--- src/rtl/csr_mask_pkg.sv ---
package csr_mask_pkg;
  localparam int unsigned NUM_EN   = 3;
  localparam int unsigned EN_MODE  = 0;
  localparam int unsigned EN_FLAG  = 1;
  localparam int unsigned EN_CMP   = 2;
  localparam int unsigned MODE_W   = 2;
  localparam int unsigned FLAG_BIT = 2;

  typedef enum logic [1:0] {
    A_ENABLE  = 2'd0,
    A_DATA    = 2'd1,
    A_RETPC   = 2'd2,
    A_UNUSED  = 2'd3
  } csr_addr_e;

  function automatic logic mode_legal(input logic [MODE_W-1:0] v);
    return v != 2'b10;
  endfunction
endpackage

--- src/rtl/mask_ctrl.sv ---
module mask_ctrl #(
  parameter int unsigned N = 3
) (
  input  logic         clk,
  input  logic         rst_n,
  input  logic         wr_en,
  input  logic [N-1:0] wr_val,
  output logic [N-1:0] en_o
);
  logic [N-1:0] en_q, en_d;

  always_comb begin
    en_d = en_q;
    if (wr_en) en_d = wr_val;
  end

  always_ff @(posedge clk or negedge rst_n) begin
    if (!rst_n) en_q <= '1;
    else        en_q <= en_d;
  end

  assign en_o = en_q;

  // enables only move on a write to the enable register
  p_en_hold_r5: assert property (@(posedge clk) disable iff (!rst_n)
    !wr_en |=> $stable(en_q));
endmodule

--- src/rtl/hidden_field.sv ---
module hidden_field #(
  parameter int unsigned W        = 1,
  parameter bit          LEGALIZE = 1'b0
) (
  input  logic         clk,
  input  logic         rst_n,
  input  logic         wr_en,
  input  logic [W-1:0] wr_val,
  input  logic         masked,
  output logic [W-1:0] eff_o
);
  import csr_mask_pkg::*;

  logic [W-1:0] q, d;
  logic         accept;

  generate
    if (LEGALIZE) begin : g_warl
      assign accept = mode_legal(wr_val);
      // hidden storage never takes the illegal code
      p_warl_legal_r6: assert property (@(posedge clk) disable iff (!rst_n)
        mode_legal(q));
    end else begin : g_plain
      assign accept = 1'b1;
    end
  endgenerate

  // write path is independent of the mask
  always_comb begin
    d = q;
    if (wr_en && accept) d = wr_val;
  end

  always_ff @(posedge clk or negedge rst_n) begin
    if (!rst_n) q <= '0;
    else        q <= d;
  end

  assign eff_o = masked ? '0 : q;

  // storage untouched without a write, whatever the mask does
  p_field_hold_r5: assert property (@(posedge clk) disable iff (!rst_n)
    !wr_en |=> $stable(q));
endmodule

--- src/rtl/retaddr_reg.sv ---
module retaddr_reg #(
  parameter int unsigned XLEN = 32
) (
  input  logic            clk,
  input  logic            rst_n,
  input  logic            wr_en,
  input  logic [XLEN-1:1] wr_val,
  input  logic            align16,
  output logic [XLEN-1:0] eff_o
);
  logic [XLEN-1:1] q, d;

  always_comb begin
    d = q;
    if (wr_en) d = wr_val;
  end

  always_ff @(posedge clk or negedge rst_n) begin
    if (!rst_n) q <= '0;
    else        q <= d;
  end

  assign eff_o = {q[XLEN-1:2], q[1] & align16, 1'b0};

  // a write lands in storage, bit 1 included, even when hidden
  p_ret_write_r4: assert property (@(posedge clk) disable iff (!rst_n)
    wr_en |=> q == $past(wr_val));
  // bit 0 of the visible value is never set
  p_bit0_zero_r7: assert property (@(posedge clk) disable iff (!rst_n)
    eff_o[0] == 1'b0);
endmodule

--- src/rtl/maskable_csr_unit.sv ---
module maskable_csr_unit #(
  parameter int unsigned XLEN = 32
) (
  input  logic            clk,
  input  logic            rst_n,
  input  logic [1:0]      csr_addr,
  input  logic            csr_we,
  input  logic [XLEN-1:0] csr_wdata,
  output logic [XLEN-1:0] csr_rdata,
  output logic [1:0]      mode_eff_o,
  output logic            flag_eff_o,
  output logic [XLEN-1:0] retpc_eff_o
);
  import csr_mask_pkg::*;

  localparam int unsigned PAD_EN   = XLEN - NUM_EN;
  localparam int unsigned PAD_DATA = XLEN - FLAG_BIT - 1;

  logic [NUM_EN-1:0] en;
  logic              we_en, we_data, we_ret;

  assign we_en   = csr_we && (csr_addr == A_ENABLE);
  assign we_data = csr_we && (csr_addr == A_DATA);
  assign we_ret  = csr_we && (csr_addr == A_RETPC);

  mask_ctrl #(.N(NUM_EN)) u_ctrl (
    .clk(clk), .rst_n(rst_n), .wr_en(we_en),
    .wr_val(csr_wdata[NUM_EN-1:0]), .en_o(en));

  hidden_field #(.W(MODE_W), .LEGALIZE(1'b1)) u_mode (
    .clk(clk), .rst_n(rst_n), .wr_en(we_data),
    .wr_val(csr_wdata[MODE_W-1:0]), .masked(!en[EN_MODE]),
    .eff_o(mode_eff_o));

  hidden_field #(.W(1), .LEGALIZE(1'b0)) u_flag (
    .clk(clk), .rst_n(rst_n), .wr_en(we_data),
    .wr_val(csr_wdata[FLAG_BIT]), .masked(!en[EN_FLAG]),
    .eff_o(flag_eff_o));

  retaddr_reg #(.XLEN(XLEN)) u_ret (
    .clk(clk), .rst_n(rst_n), .wr_en(we_ret),
    .wr_val(csr_wdata[XLEN-1:1]), .align16(en[EN_CMP]),
    .eff_o(retpc_eff_o));

  always_comb begin
    unique case (csr_addr)
      A_ENABLE: csr_rdata = {{PAD_EN{1'b0}}, en};
      A_DATA:   csr_rdata = {{PAD_DATA{1'b0}}, flag_eff_o, mode_eff_o};
      A_RETPC:  csr_rdata = retpc_eff_o;
      default:  csr_rdata = '0;
    endcase
  end

  // a cleared enable shows zero on the exported field
  p_mode_masked_r3: assert property (@(posedge clk) disable iff (!rst_n)
    !en[EN_MODE] |-> mode_eff_o == '0);
  p_flag_masked_r3: assert property (@(posedge clk) disable iff (!rst_n)
    !en[EN_FLAG] |-> flag_eff_o == 1'b0);
  // compressed support off hides return-address bit 1
  p_bit1_masked_r8: assert property (@(posedge clk) disable iff (!rst_n)
    !en[EN_CMP] |-> retpc_eff_o[1] == 1'b0);
  // the unimplemented address reads zero
  p_unused_zero_r9: assert property (@(posedge clk) disable iff (!rst_n)
    csr_addr == A_UNUSED |-> csr_rdata == '0);
endmodule

--- config.mk ---
export PLATFORM = sky130hd
export DESIGN_NAME = maskable_csr_unit
export DESIGN_NICKNAME = d
export VERILOG_FILES = /design/src/rtl/csr_mask_pkg.sv /design/src/rtl/mask_ctrl.sv /design/src/rtl/hidden_field.sv /design/src/rtl/retaddr_reg.sv /design/src/rtl/maskable_csr_unit.sv
export SDC_FILE = /design/constraint.sdc
export NUM_CORES = 1
export LEC_CHECK = 0
export BUFFER_PORTS_ARGS = -buffer_cell sky130_fd_sc_hd__buf_2
export CORE_MARGIN = 5
export CORE_UTILIZATION = 41
export CTS_CLUSTER_DIAMETER = 60
export DETAILED_ROUTE_END_ITERATION = 10
export GPL_ROUTABILITY_DRIVEN = 0
export PLACE_DENSITY = 0.76
export SLEW_MARGIN = 20
export SYNTH_ARGS = -nofsm -noshare
export SYNTH_HDL_FRONTEND = slang
export SYNTH_SLANG_ARGS = --single-unit
--- constraint.sdc ---
create_clock -name clk -period 1 [get_ports clk]
set_input_delay 0.2 -clock clk [delete_from_list [all_inputs] [get_ports clk]]
set_output_delay 0.2 -clock clk [all_outputs]
set_load 0.01 [all_outputs]
==> metrics.csv, run 1 <==
stage,metric,value,unit
yosys,"Distinct cells, synth",23,
timing,"Hold Vio Cnt, Final",0,
setup_path,Worst R2R Start,u_ret.q[10]$_DFFE_PN0P_,
setup_path,max incr delay on CP,0.54,ns
cells_and_area,Finished Cell Area,0.00332,mm^2
cells_and_area,post-layout util,68.8,%
placed_design,Placement Setup Slack,-0.216,ns
pwr,VDD IR max,830,uV
routing,drt wl/cell,15.8,um
pwr,Leak,1.77,nW
setup_path,crit-path max FO,2,
global_route,vias in the first global route,1569,
timing,Final setup viols,97,
timing,FMAX,675,MHz
setup_path,crit path launch type,register,
clock_network,H-tree depth,2,
clock_network,clk buf depth,2,
yosys,Yosys top cell by area,dfrtp_1,
floorplanning,Core ar.,0.00482,mm^2
routing,Residual DRC,0,
yosys,Syn Nets,199,
setup_path,Crit Path Category,register to output port,
timing,Final Skew,0,ns
yosys,Synth top cells by count,"dfrtp_1, and2_1, buf_4",
outcome,failing checks,negative setup slack,
routing,1st-iter DRT viols,6,
yosys,Mapped Cells,162,
setup_path,reg2reg setup slack,0,ns
cells_and_area,share of cells above drive strength 1,81.7,%
routing,drt pass-1 iters,4,
global_route,"Remaining Overflow, GRT",0,
floorplanning,Initial Utilization,43.0,%
pwr,power density over the cells,1540,mW/mm^2
yosys,Post-synth EDFFs,0,
timing,Max Slew Vio Count,0,
cells_and_area,final non-filler cell total,346,
placed_design,buffers added on ports,102,
routing,Post-DRT Antenna Nets,0,
cells_and_area,ANT cells,0,
global_route,global-route wire length before repair,7.51,mm
clock_network,total CTS buffers,5,
floorplanning,Site Rows,25,
global_route,largest net degree at the start of global routing,19,
clock_network,Worst-path clk slew,0.07,ns
setup_path,Worst EP arrival,1.28,ns
setup_path,Worst Path Required,0.80,ns
placed_design,Post-DP Area,0.00249,mm^2
setup_path,CP Cell Sequence,"and2_4, mux2i_2, o2bb2ai_2, buf_2",
global_route,initial antenna violation count,0,
setup_path,Worst Path Buf+Inv,1,
floorplanning,Die Width,81.1,um
setup_path,crit end category,output port,
setup_path,crit path to,csr_rdata[1],
timing,fin crit share,148,%
placed_design,placed wire-length estimate,3.29,mm
yosys,sequential share of the synthesized area,44.8,%
routing,final wirelength,5.48,mm
routing,Vias/cell,4.50,
yosys,Post-Synthesis Cell Area,0.00207,mm^2
floorplanning,die area,0.00658,mm^2
min_path,Worst Hold Class,input pin to register,
placed_design,placed cell count,304,
timing,Period minus WS final,1.48,ns
cells_and_area,area delta synth->final,59.9,%
timing,Final WS setup,-0.481,ns
setup_path,Worst R2R Path Depth,3,
routing,total number of vias,1557,
yosys,top-count cell post-synth,dfrtp_1,
yosys,Ys Warns,0,
setup_path,CP max stage cell,dfstp_2,
cells_and_area,final net count,315,
yosys,fraction of registers with async set/reset,100,%
floorplanning,DIE HEIGHT,81.1,um
timing,RSZ-0062 raised after global routing,yes,
outcome,status,finished with violations,
yosys,Yosys top cell area share,41.0,%
clock_network,CTS tree,done,
yosys,Synth area leaders,"dfrtp_1, mux2_4, buf_4",
global_route,total track usage,15.2,%
setup_path,Critical Path Start,u_ctrl.en_o[0]$_DFFE_PN1P_,
setup_path,Worst R2R End,u_ret.q[10]$_DFFE_PN0P_,
flow_run,Max Cap Viol,0,
yosys,prevailing post-synth register cell,dfrtp_1,
clock_network,Root Buffer,clkbuf_8,
setup_path,"delay-heaviest family, CP",flip-flops,
yosys,post-synthesis sequential element count,37,
clock_network,Sink Count,37,
yosys,Syn Area/Cell,12.8,um^2
clock_network,clock latency on the worst-skew pair,0.28,ns
floorplanning,# IOs,104,
setup_path,instance count on the critical path,4,
==> registers in the layout (all words and copies together) (netlist names) <==
name,flops
u_ret.q,31
u_flag.q,1
u_ctrl.en_o,3
u_mode.q,2
==> worst min-delay path by stage <==
stage	slack, ns	from	cells past startpoint	endpoint
3_3_place_gp	0.001	rst_n	1	u_flag.q$_DFFE_PN0P_
6_report	0.14	csr_wdata[4]	2	u_ret.q[4]$_DFFE_PN0P_
4_1_cts	0.14	csr_wdata[29]	2	u_ret.q[29]$_DFFE_PN0P_
3_5_place_dp	0.004	rst_n	1	u_flag.q$_DFFE_PN0P_
5_1_grt	0.14	csr_wdata[17]	2	u_ret.q[17]$_DFFE_PN0P_
2_1_floorplan	-0.1	rst_n	0	u_flag.q$_DFFE_PN0P_
==> worst register-to-register path, stage by stage, from the launching register on <==
cell,delay [ns]
dfrtp_1,0.41
buf_6,0.12
buf_4,0.12
mux2_4,0.24
==> cells in the final DEF (no fill, tap or decap), types with 2 or more instances in the layout <==
| master | synthesis | routed |
|---|---|---|
| mux2_2 | 4 | 3 |
| dfrtp_1 | 34 | 34 |
| clkbuf_8 | 0 | 7 |
| buf_6 | 0 | 40 |
| nand3b_1 | 2 | 2 |
| buf_2 | 1 | 66 |
| inv_1 | 3 | 2 |
| o21ai_0 | 3 | 2 |
| buf_4 | 31 | 28 |
| dfstp_2 | 3 | 3 |
| nor2_1 | 2 | 2 |
| and2_4 | 0 | 30 |
| clkbuf_16 | 0 | 4 |
| and2_1 | 32 | 2 |
| buf_8 | 0 | 2 |
| buf_12 | 3 | 5 |
| mux2_4 | 30 | 31 |
==> power by group <==
part           switching [W]  internal, W  leakage (nW)
clock network       0.000489     0.000622        0.0542
registers           0.000222      0.00180         0.433
logic               0.000703      0.00127          1.28
total                0.00141      0.00370          1.77
==> layout make-up <==
class | count | area (um^2)
inverter | 3 | 11.3
tap | 67 | 83.8
clock inverter | 1 | 5.00
fill | 365 | 1500
clock buffer | 7 | 96.3
sequential | 37 | 930
multi-input combinational | 84 | 931
timing repair buffer | 147 | 1260
==> repair_timing <==
action                                  in CTS  in global routing
hold buffers                                 1                  0
gates resized for setup                     38                 45
hold endpoints to repair                    35                  0
endpoints found under the setup margin      66                 97
pin swaps                                    5                 10
buffers inserted                            21                  6
cloned                                       2                  5
==> kinds of logic after synthesis <==
kind of cell / share of synthesized area (%)
buffers and inverters: 15.4
multiplexers: 24.9
other: 0.181
flip-flops: 44.8
AO/OA/AOI/OAI: 1.75
AND/OR/NAND/NOR: 12.9
==> metal layers <==
layer  part of all wire, %  track usage, %
met5                     0               0
met3                   6.8            3.66
met1                    39            18.1
met4                   1.3            6.08
met2                    53            26.4
==> metrics by stage <==
step                total power (W)  setup TNS, ns  hold WS, ns
floorplan                   0.00309          -5.68      -0.0956
global placement            0.00333         -10.72      0.00149
detailed placement          0.00337         -12.03      0.00399
CTS                         0.00485         -10.81        0.137
global route                0.00538         -12.18        0.135
finish                      0.00511          -9.25        0.144
(Power assumes the default switching activity.)
==> inputs of run 2 (changes only) <==
--- a/config.mk
+++ b/config.mk
@@ -6,12 +6,13 @@
 export NUM_CORES = 1
 export LEC_CHECK = 0
 export BUFFER_PORTS_ARGS = -buffer_cell sky130_fd_sc_hd__buf_2
-export CORE_MARGIN = 5
-export CORE_UTILIZATION = 41
+export CORE_MARGIN = 2
+export CORE_UTILIZATION = 43
+export CTS_BUF_LIST = sky130_fd_sc_hd__clkbuf_8
 export CTS_CLUSTER_DIAMETER = 60
 export DETAILED_ROUTE_END_ITERATION = 10
 export GPL_ROUTABILITY_DRIVEN = 0
-export PLACE_DENSITY = 0.76
+export PLACE_DENSITY = 0.79
 export SLEW_MARGIN = 20
 export SYNTH_ARGS = -nofsm -noshare
 export SYNTH_HDL_FRONTEND = slang
==> constraint.sdc (replaced) <==
create_clock -name clk -period 1 [get_ports clk]
set_input_delay 0.2 -clock clk [delete_from_list [all_inputs] [get_ports clk]]
set_output_delay 0.2 -clock clk [all_outputs]
set_load 0.005 [all_outputs]
==> metrics.csv, run 2 (same netlist as run 1, synthesis figures left out) <==
stage,metric,value,unit,change
routing,Residual DRC,0,,unchanged
cells_and_area,register area,930,um^2,unchanged
global_route,vias in the first global route,1354,,"was 1,569"
timing,fin crit share,158,%,was 148%
clock_network,Worst-path clk slew,0.08,ns,was 0.07 ns
cells_and_area,Largest Register,u_ret.q,,unchanged
placed_design,Post-DP Area,0.00247,mm^2,was 0.00249 mm^2
timing,Fin Hold WS,0.143,ns,was 0.144 ns
setup_path,"delay-heaviest family, CP",flip-flops,,unchanged
timing,Final Skew,0,ns,unchanged
outcome,failing checks,negative setup slack,,unchanged
setup_path,Worst EP arrival,1.38,ns,was 1.28 ns
timing,"Hold Vio Cnt, Final",0,,unchanged
setup_path,Worst R2R Path Depth,4,,was 3
cells_and_area,Finished Cell Area,0.00314,mm^2,was 0.00332 mm^2
cells_and_area,"commonest non-fill, non-tap cells in the layout","buf_2, dfrtp_1, buf_6",,"was buf_2, buf_6, dfrtp_1"
pwr,Leak,1.74,nW,was 1.77 nW
setup_path,CP max stage cell,dfstp_2,,unchanged
pwr,Tot Pwr,0.00540,W,was 0.00511 W
cells_and_area,area delta synth->final,51.6,%,was 59.9%
clock_network,CTS tree,done,,unchanged
pwr,power density over the cells,1720,mW/mm^2,was 1540 mW/mm^2
setup_path,crit end category,output port,,unchanged
setup_path,instance count on the critical path,4,,unchanged
global_route,largest net degree at the start of global routing,38,,was 19
min_path,Worst Hold Class,input pin to register,,unchanged
clock_network,clock latency on the worst-skew pair,0.28,ns,about the same
routing,drt pass-1 iters,4,,unchanged
timing,Final WS setup,-0.583,ns,was -0.481 ns
setup_path,crit path launch type,register,,unchanged
cells_and_area,"most common cell after layout, fill and taps aside",buf_2,,unchanged
clock_network,Root Buffer,clkbuf_8,,unchanged
placed_design,Placement Setup Slack,-0.192,ns,was -0.216 ns
setup_path,crit path to,csr_rdata[1],,unchanged
placed_design,placed cell count,292,,was 304
timing,FMAX,632,MHz,was 675 MHz
setup_path,Crit Path Category,register to output port,,unchanged
global_route,initial antenna violation count,0,,unchanged
outcome,status,finished with violations,,unchanged
clock_network,H-tree depth,2,,unchanged
global_route,global-route wire length before repair,6.25,mm,was 7.51 mm
placed_design,placed wire-length estimate,2.91,mm,was 3.29 mm
cells_and_area,final net count,322,,was 315
placed_design,buffers added on ports,102,,unchanged
floorplanning,DIE HEIGHT,73.4,um,was 81.1 um
timing,Period minus WS final,1.58,ns,was 1.48 ns
setup_path,max incr delay on CP,0.54,ns,about the same
routing,1st-iter DRT viols,67,,was 6
setup_path,Critical Path Start,u_ctrl.en_o[0]$_DFFE_PN1P_,,unchanged
global_route,"Remaining Overflow, GRT",0,,unchanged
routing,final wirelength,4.69,mm,was 5.48 mm
floorplanning,Initial Utilization,44.2,%,was 43.0%
clock_network,total CTS buffers,5,,unchanged
timing,RSZ-0062 raised after global routing,yes,,unchanged
pwr,VDD IR max,995,uV,was 830 uV
floorplanning,Site Rows,25,,unchanged
routing,drt wl/cell,13.8,um,was 15.8 um
floorplanning,Die Width,73.4,um,was 81.1 um
setup_path,Worst R2R End,u_ret.q[31]$_DFFE_PN0P_,,was u_ret.q[10]$_DFFE_PN0P_
routing,Post-DRT Antenna Nets,0,,unchanged
global_route,total track usage,15.3,%,was 15.2%
floorplanning,Core ar.,0.00469,mm^2,was 0.00482 mm^2
floorplanning,die area,0.00539,mm^2,was 0.00658 mm^2
setup_path,crit-path max FO,2,,unchanged
setup_path,CP Cell Sequence,"and2_4, mux2i_1, o2bb2ai_1, buf_2",,"was and2_4, mux2i_2, o2bb2ai_2, buf_2"
cells_and_area,Multi-input gate area,858,um^2,was 931 um^2
timing,Final setup viols,90,,was 97
cells_and_area,Largest register FFs,31,,unchanged
timing,Max Slew Vio Count,0,,unchanged
clock_network,Sink Count,37,,unchanged
setup_path,Worst R2R Start,u_ret.q[31]$_DFFE_PN0P_,,was u_ret.q[10]$_DFFE_PN0P_
setup_path,reg2reg setup slack,-0.08,ns,was 0 ns
cells_and_area,share of cells above drive strength 1,73.4,%,was 81.7%
routing,total number of vias,1553,,"was 1,557"
flow_run,Max Cap Viol,0,,unchanged
setup_path,Worst Path Required,0.80,ns,about the same
cells_and_area,Fillers,359,,was 365
clock_network,clk buf depth,2,,unchanged
routing,Vias/cell,4.57,,was 4.50
cells_and_area,final non-filler cell total,340,,was 346
cells_and_area,ANT cells,0,,unchanged
setup_path,Worst Path Buf+Inv,1,,unchanged
floorplanning,# IOs,104,,unchanged
## run 2: how the worst min path moves through the flow
stage | slack [ns] | to | startpoint | cells after the start
final | 0.14 | u_ctrl.en_o[0]$_DFFE_PN1P_ | csr_wdata[0] | 3
after global routing | 0.13 | u_ret.q[29]$_DFFE_PN0P_ | csr_wdata[29] | 2
after CTS | 0.11 | u_ctrl.en_o[0]$_DFFE_PN1P_ | csr_wdata[0] | 3
after detailed placement | 0.19 | u_mode.q[0]$_DFFE_PN0P_ | rst_n | 2
after global placement | 0.18 | u_mode.q[0]$_DFFE_PN0P_ | rst_n | 2
after floorplan | -0.1 | u_flag.q$_DFFE_PN0P_ | rst_n | 0
## run 2: area by class of cell
type / count / share of cell area, %
multi-input combinational: 84 / 27.3
clock inverter: 3 / 2.07
inverter: 3 / 0.438
clock buffer: 5 / 2.19
sequential: 37 / 29.6
timing repair buffer: 154 / 36.3
tap: 54 / 2.15
## run 2: metrics by stage
| step | utilization (%) | TNS, ns |
|---|---|---|
| floorplan | - | -4.64 |
| global placement | 52.7 | -8.76 |
| detailed placement | 52.7 | -10.49 |
| CTS | 61.7 | -7.89 |
| global route | 67.0 | -11.53 |
| finish | 67.0 | -8.59 |
## run 2: repair_timing
action	CTS	global route
setup endpoints to repair	66	68
resized for setup	24	25
pin swaps	9	9
hold endpoints to repair	34	0
hold buffers	1	0
cloned	0	1
buffers inserted	23	16
## run 2: layer usage
layer | vias up | share of wire, % | routed length, um | GRT usage (%)
met4 | 0 | 1.3 | 60 | 5.45
met2 | 69 | 53 | 2480 | 26.3
met1 | 734 | 40 | 1890 | 18.5
met3 | 6 | 5.6 | 263 | 3.84
met5 | - | 0 | 0 | 0
li1 | 744 | - | - | -
## run 2: worst reg2reg max path, cell delays in order (launching register included)
cell     delay (ns)
dfrtp_1        0.40
buf_6          0.13
buf_6          0.10
buf_6          0.10
mux2_4         0.24
## run 2: power by group
group | leakage [nW] | switching, W | internal (W)
clock network | 0.0681 | 0.000539 | 0.000991
logic | 1.24 | 0.000581 | 0.00129
registers | 0.433 | 0.000194 | 0.00180
==> inputs of run 3 (changes only) <==
--- a/config.mk
+++ b/config.mk
@@ -12,7 +12,7 @@
 export CTS_CLUSTER_DIAMETER = 60
 export DETAILED_ROUTE_END_ITERATION = 10
 export GPL_ROUTABILITY_DRIVEN = 0
-export PLACE_DENSITY = 0.79
+export PLACE_DENSITY_LB_ADDON = 0.25
 export SLEW_MARGIN = 20
 export SYNTH_ARGS = -nofsm -noshare
 export SYNTH_HDL_FRONTEND = slang
==> metrics.csv, run 3 (same netlist as run 1, synthesis figures left out) <==
stage,metric,value,unit,change
outcome,status,finished with violations,,unchanged
outcome,failing checks,negative setup slack,,unchanged
floorplanning,# IOs,104,,unchanged
timing,Max Slew Vio Count,0,,unchanged
timing,RSZ-0062 raised after global routing,yes,,unchanged
cells_and_area,Finished Cell Area,0.00312,mm^2,was 0.00314 mm^2
pwr,VDD IR max,719,uV,was 995 uV
global_route,largest net degree at the start of global routing,38,,unchanged
routing,1st-iter DRT viols,46,,was 67
clock_network,H-tree depth,2,,unchanged
routing,total number of vias,1546,,"was 1,553"
pwr,Flop pwr share,41.8,%,was 36.9%
pwr,power density over the cells,1530,mW/mm^2,was 1720 mW/mm^2
pwr,internal power,0.00356,W,was 0.00408 W
clock_network,clock latency on the worst-skew pair,0.28,ns,about the same
cells_and_area,register area,930,um^2,unchanged
timing,Final setup viols,60,,was 90
setup_path,Worst R2R Start,u_ret.q[3]$_DFFE_PN0P_,,was u_ret.q[31]$_DFFE_PN0P_
cells_and_area,Largest register FFs,31,,unchanged
cells_and_area,"commonest non-fill, non-tap cells in the layout","buf_2, dfrtp_1, mux2_4",,"was buf_2, dfrtp_1, buf_6"
clock_network,CTS tree,done,,unchanged
cells_and_area,area delta synth->final,50.6,%,was 51.6%
pwr,Sw Ratio,25.6,%,was 24.4%
global_route,"Remaining Overflow, GRT",0,,unchanged
min_path,Worst Hold Class,input pin to register,,unchanged
clock_network,clk buf depth,2,,unchanged
timing,fin crit share,148,%,was 158%
routing,Post-DRT Antenna Nets,0,,unchanged
floorplanning,Core ar.,0.00469,mm^2,unchanged
cells_and_area,Largest Register,u_ret.q,,unchanged
placed_design,buffers added on ports,102,,unchanged
placed_design,Post-DP Area,0.00250,mm^2,was 0.00247 mm^2
global_route,initial antenna violation count,0,,unchanged
routing,Residual DRC,0,,unchanged
global_route,vias in the first global route,1333,,"was 1,354"
pwr,combinational share of power,36.7,%,was 34.7%
global_route,total track usage,14.8,%,was 15.3%
routing,drt pass-1 iters,4,,unchanged
timing,Final Skew,0,ns,unchanged
routing,Vias/cell,4.64,,was 4.57
clock_network,total CTS buffers,5,,unchanged
cells_and_area,final net count,316,,was 322
floorplanning,DIE HEIGHT,73.4,um,unchanged
clock_network,Sink Count,37,,unchanged
cells_and_area,"most common cell after layout, fill and taps aside",buf_2,,unchanged
setup_path,Worst R2R Path Depth,3,,was 4
pwr,Net Switching,0.00122,W,was 0.00131 W
timing,Period minus WS final,1.48,ns,was 1.58 ns
floorplanning,Die Width,73.4,um,unchanged
setup_path,crit path launch type,register,,unchanged
timing,"Hold Vio Cnt, Final",0,,unchanged
setup_path,reg2reg setup slack,-0.01,ns,was -0.08 ns
setup_path,crit end category,output port,,unchanged
timing,FMAX,674,MHz,was 632 MHz
setup_path,Worst Path Required,0.80,ns,about the same
clock_network,Worst-path clk slew,0.07,ns,was 0.08 ns
floorplanning,Initial Utilization,44.2,%,unchanged
pwr,Leak,1.71,nW,was 1.74 nW
placed_design,Placement Setup Slack,-0.185,ns,was -0.192 ns
setup_path,Crit Path Category,register to output port,,unchanged
floorplanning,die area,0.00539,mm^2,unchanged
timing,Fin Hold WS,0.135,ns,was 0.143 ns
cells_and_area,Fillers,353,,was 359
clock_network,Root Buffer,clkbuf_8,,unchanged
min_path,worst hold start,csr_wdata[0],,unchanged
setup_path,crit-path max FO,2,,unchanged
placed_design,placed cell count,295,,was 292
pwr,Clk pwr share,21.5,%,was 28.4%
flow_run,Max Cap Viol,0,,unchanged
min_path,Hold EP,u_ctrl.en_o[0]$_DFFE_PN1P_,,unchanged
floorplanning,Site Rows,25,,unchanged
timing,Final WS setup,-0.484,ns,was -0.583 ns
cells_and_area,ANT cells,0,,unchanged
routing,drt wl/cell,14.1,um,was 13.8 um
setup_path,Worst EP arrival,1.28,ns,was 1.38 ns
cells_and_area,Multi-input gate area,875,um^2,was 858 um^2
min_path,Worst Hold Path Cells,3,,unchanged
placed_design,placed wire-length estimate,2.84,mm,was 2.91 mm
setup_path,Worst R2R End,u_ret.q[3]$_DFFE_PN0P_,,was u_ret.q[31]$_DFFE_PN0P_
routing,final wirelength,4.70,mm,was 4.69 mm
global_route,global-route wire length before repair,6.16,mm,was 6.25 mm
pwr,Tot Pwr,0.00478,W,was 0.00540 W
cells_and_area,share of cells above drive strength 1,74.9,%,was 73.4%
cells_and_area,final non-filler cell total,333,,was 340
==> run 3: layout make-up <==
type                            count  share of cell area (%)
Timing Repair Buffer              148                    36.9
Sequential cell                    37                    29.8
Multi-Input combinational cell     84                    28.0
Clock buffer                        6                    2.64
Tap cell                           54                    2.16
Inverter                            3                   0.361
Clock inverter                      1                   0.120
==> run 3: worst max-delay path by stage <==
stage                              endpoint                       start  cells past startpoint  slack [ns]
CTS                            csr_rdata[1]  u_ctrl.en_o[0]$_DFFE_PN1P_                      4       -0.47
floorplan           u_ret.q[10]$_DFFE_PN0P_                 csr_addr[0]                      5       -0.12
detailed placement  u_ret.q[18]$_DFFE_PN0P_                 csr_addr[0]                      5       -0.19
global placement               csr_rdata[1]  u_ctrl.en_o[0]$_DFFE_PN1P_                      4       -0.16
global route                   csr_rdata[1]  u_ctrl.en_o[0]$_DFFE_PN1P_                      4       -0.54
finish                         csr_rdata[1]  u_ctrl.en_o[0]$_DFFE_PN1P_                      4       -0.48
==> run 3: stage by stage <==
stage          setup TNS, ns  util (%)
3_3_place_gp           -8.87      53.2
3_5_place_dp          -10.01      53.2
5_1_grt                -9.92      66.6
6_report               -7.85      66.6
4_1_cts                -7.24      59.7
2_1_floorplan          -4.64         -
==> run 3: timing repair <==
item | in CTS | in global routing
hold buffers | 1 | 0
endpoints found under the setup margin | 66 | 67
cloned | 0 | 4
resized for setup | 15 | 39
pin swaps | 7 | 12
buffers inserted | 18 | 8
endpoints found under the hold margin | 34 | 0
==> run 3: critical path, stage by stage, from the launching register on <==
cell and delay, ns:
dfstp_2 0.53, and2_4 0.14, mux2i_1 0.07, o2bb2ai_1 0.14
buf_2 0.13
==> run 3: power groups by stage <==
stage          logic, W  registers (W)  clock network (W)
3_3_place_gp    0.00118        0.00202                  0
4_1_cts         0.00152        0.00198            0.00106
2_1_floorplan  0.000968        0.00196                  0
3_5_place_dp    0.00120        0.00201                  0
6_report        0.00176        0.00200            0.00103
5_1_grt         0.00189        0.00203            0.00112
==> run 3: routing by layer <==
layer  GRT usage, %  share of wire (%)  vias to the layer above
met5              0                  0                        -
met4           4.24               0.70                        0
met2           24.1                 50                       72
met1           18.9                 43                      739
met3           4.94                7.0                        4
li1               -                  -                      731
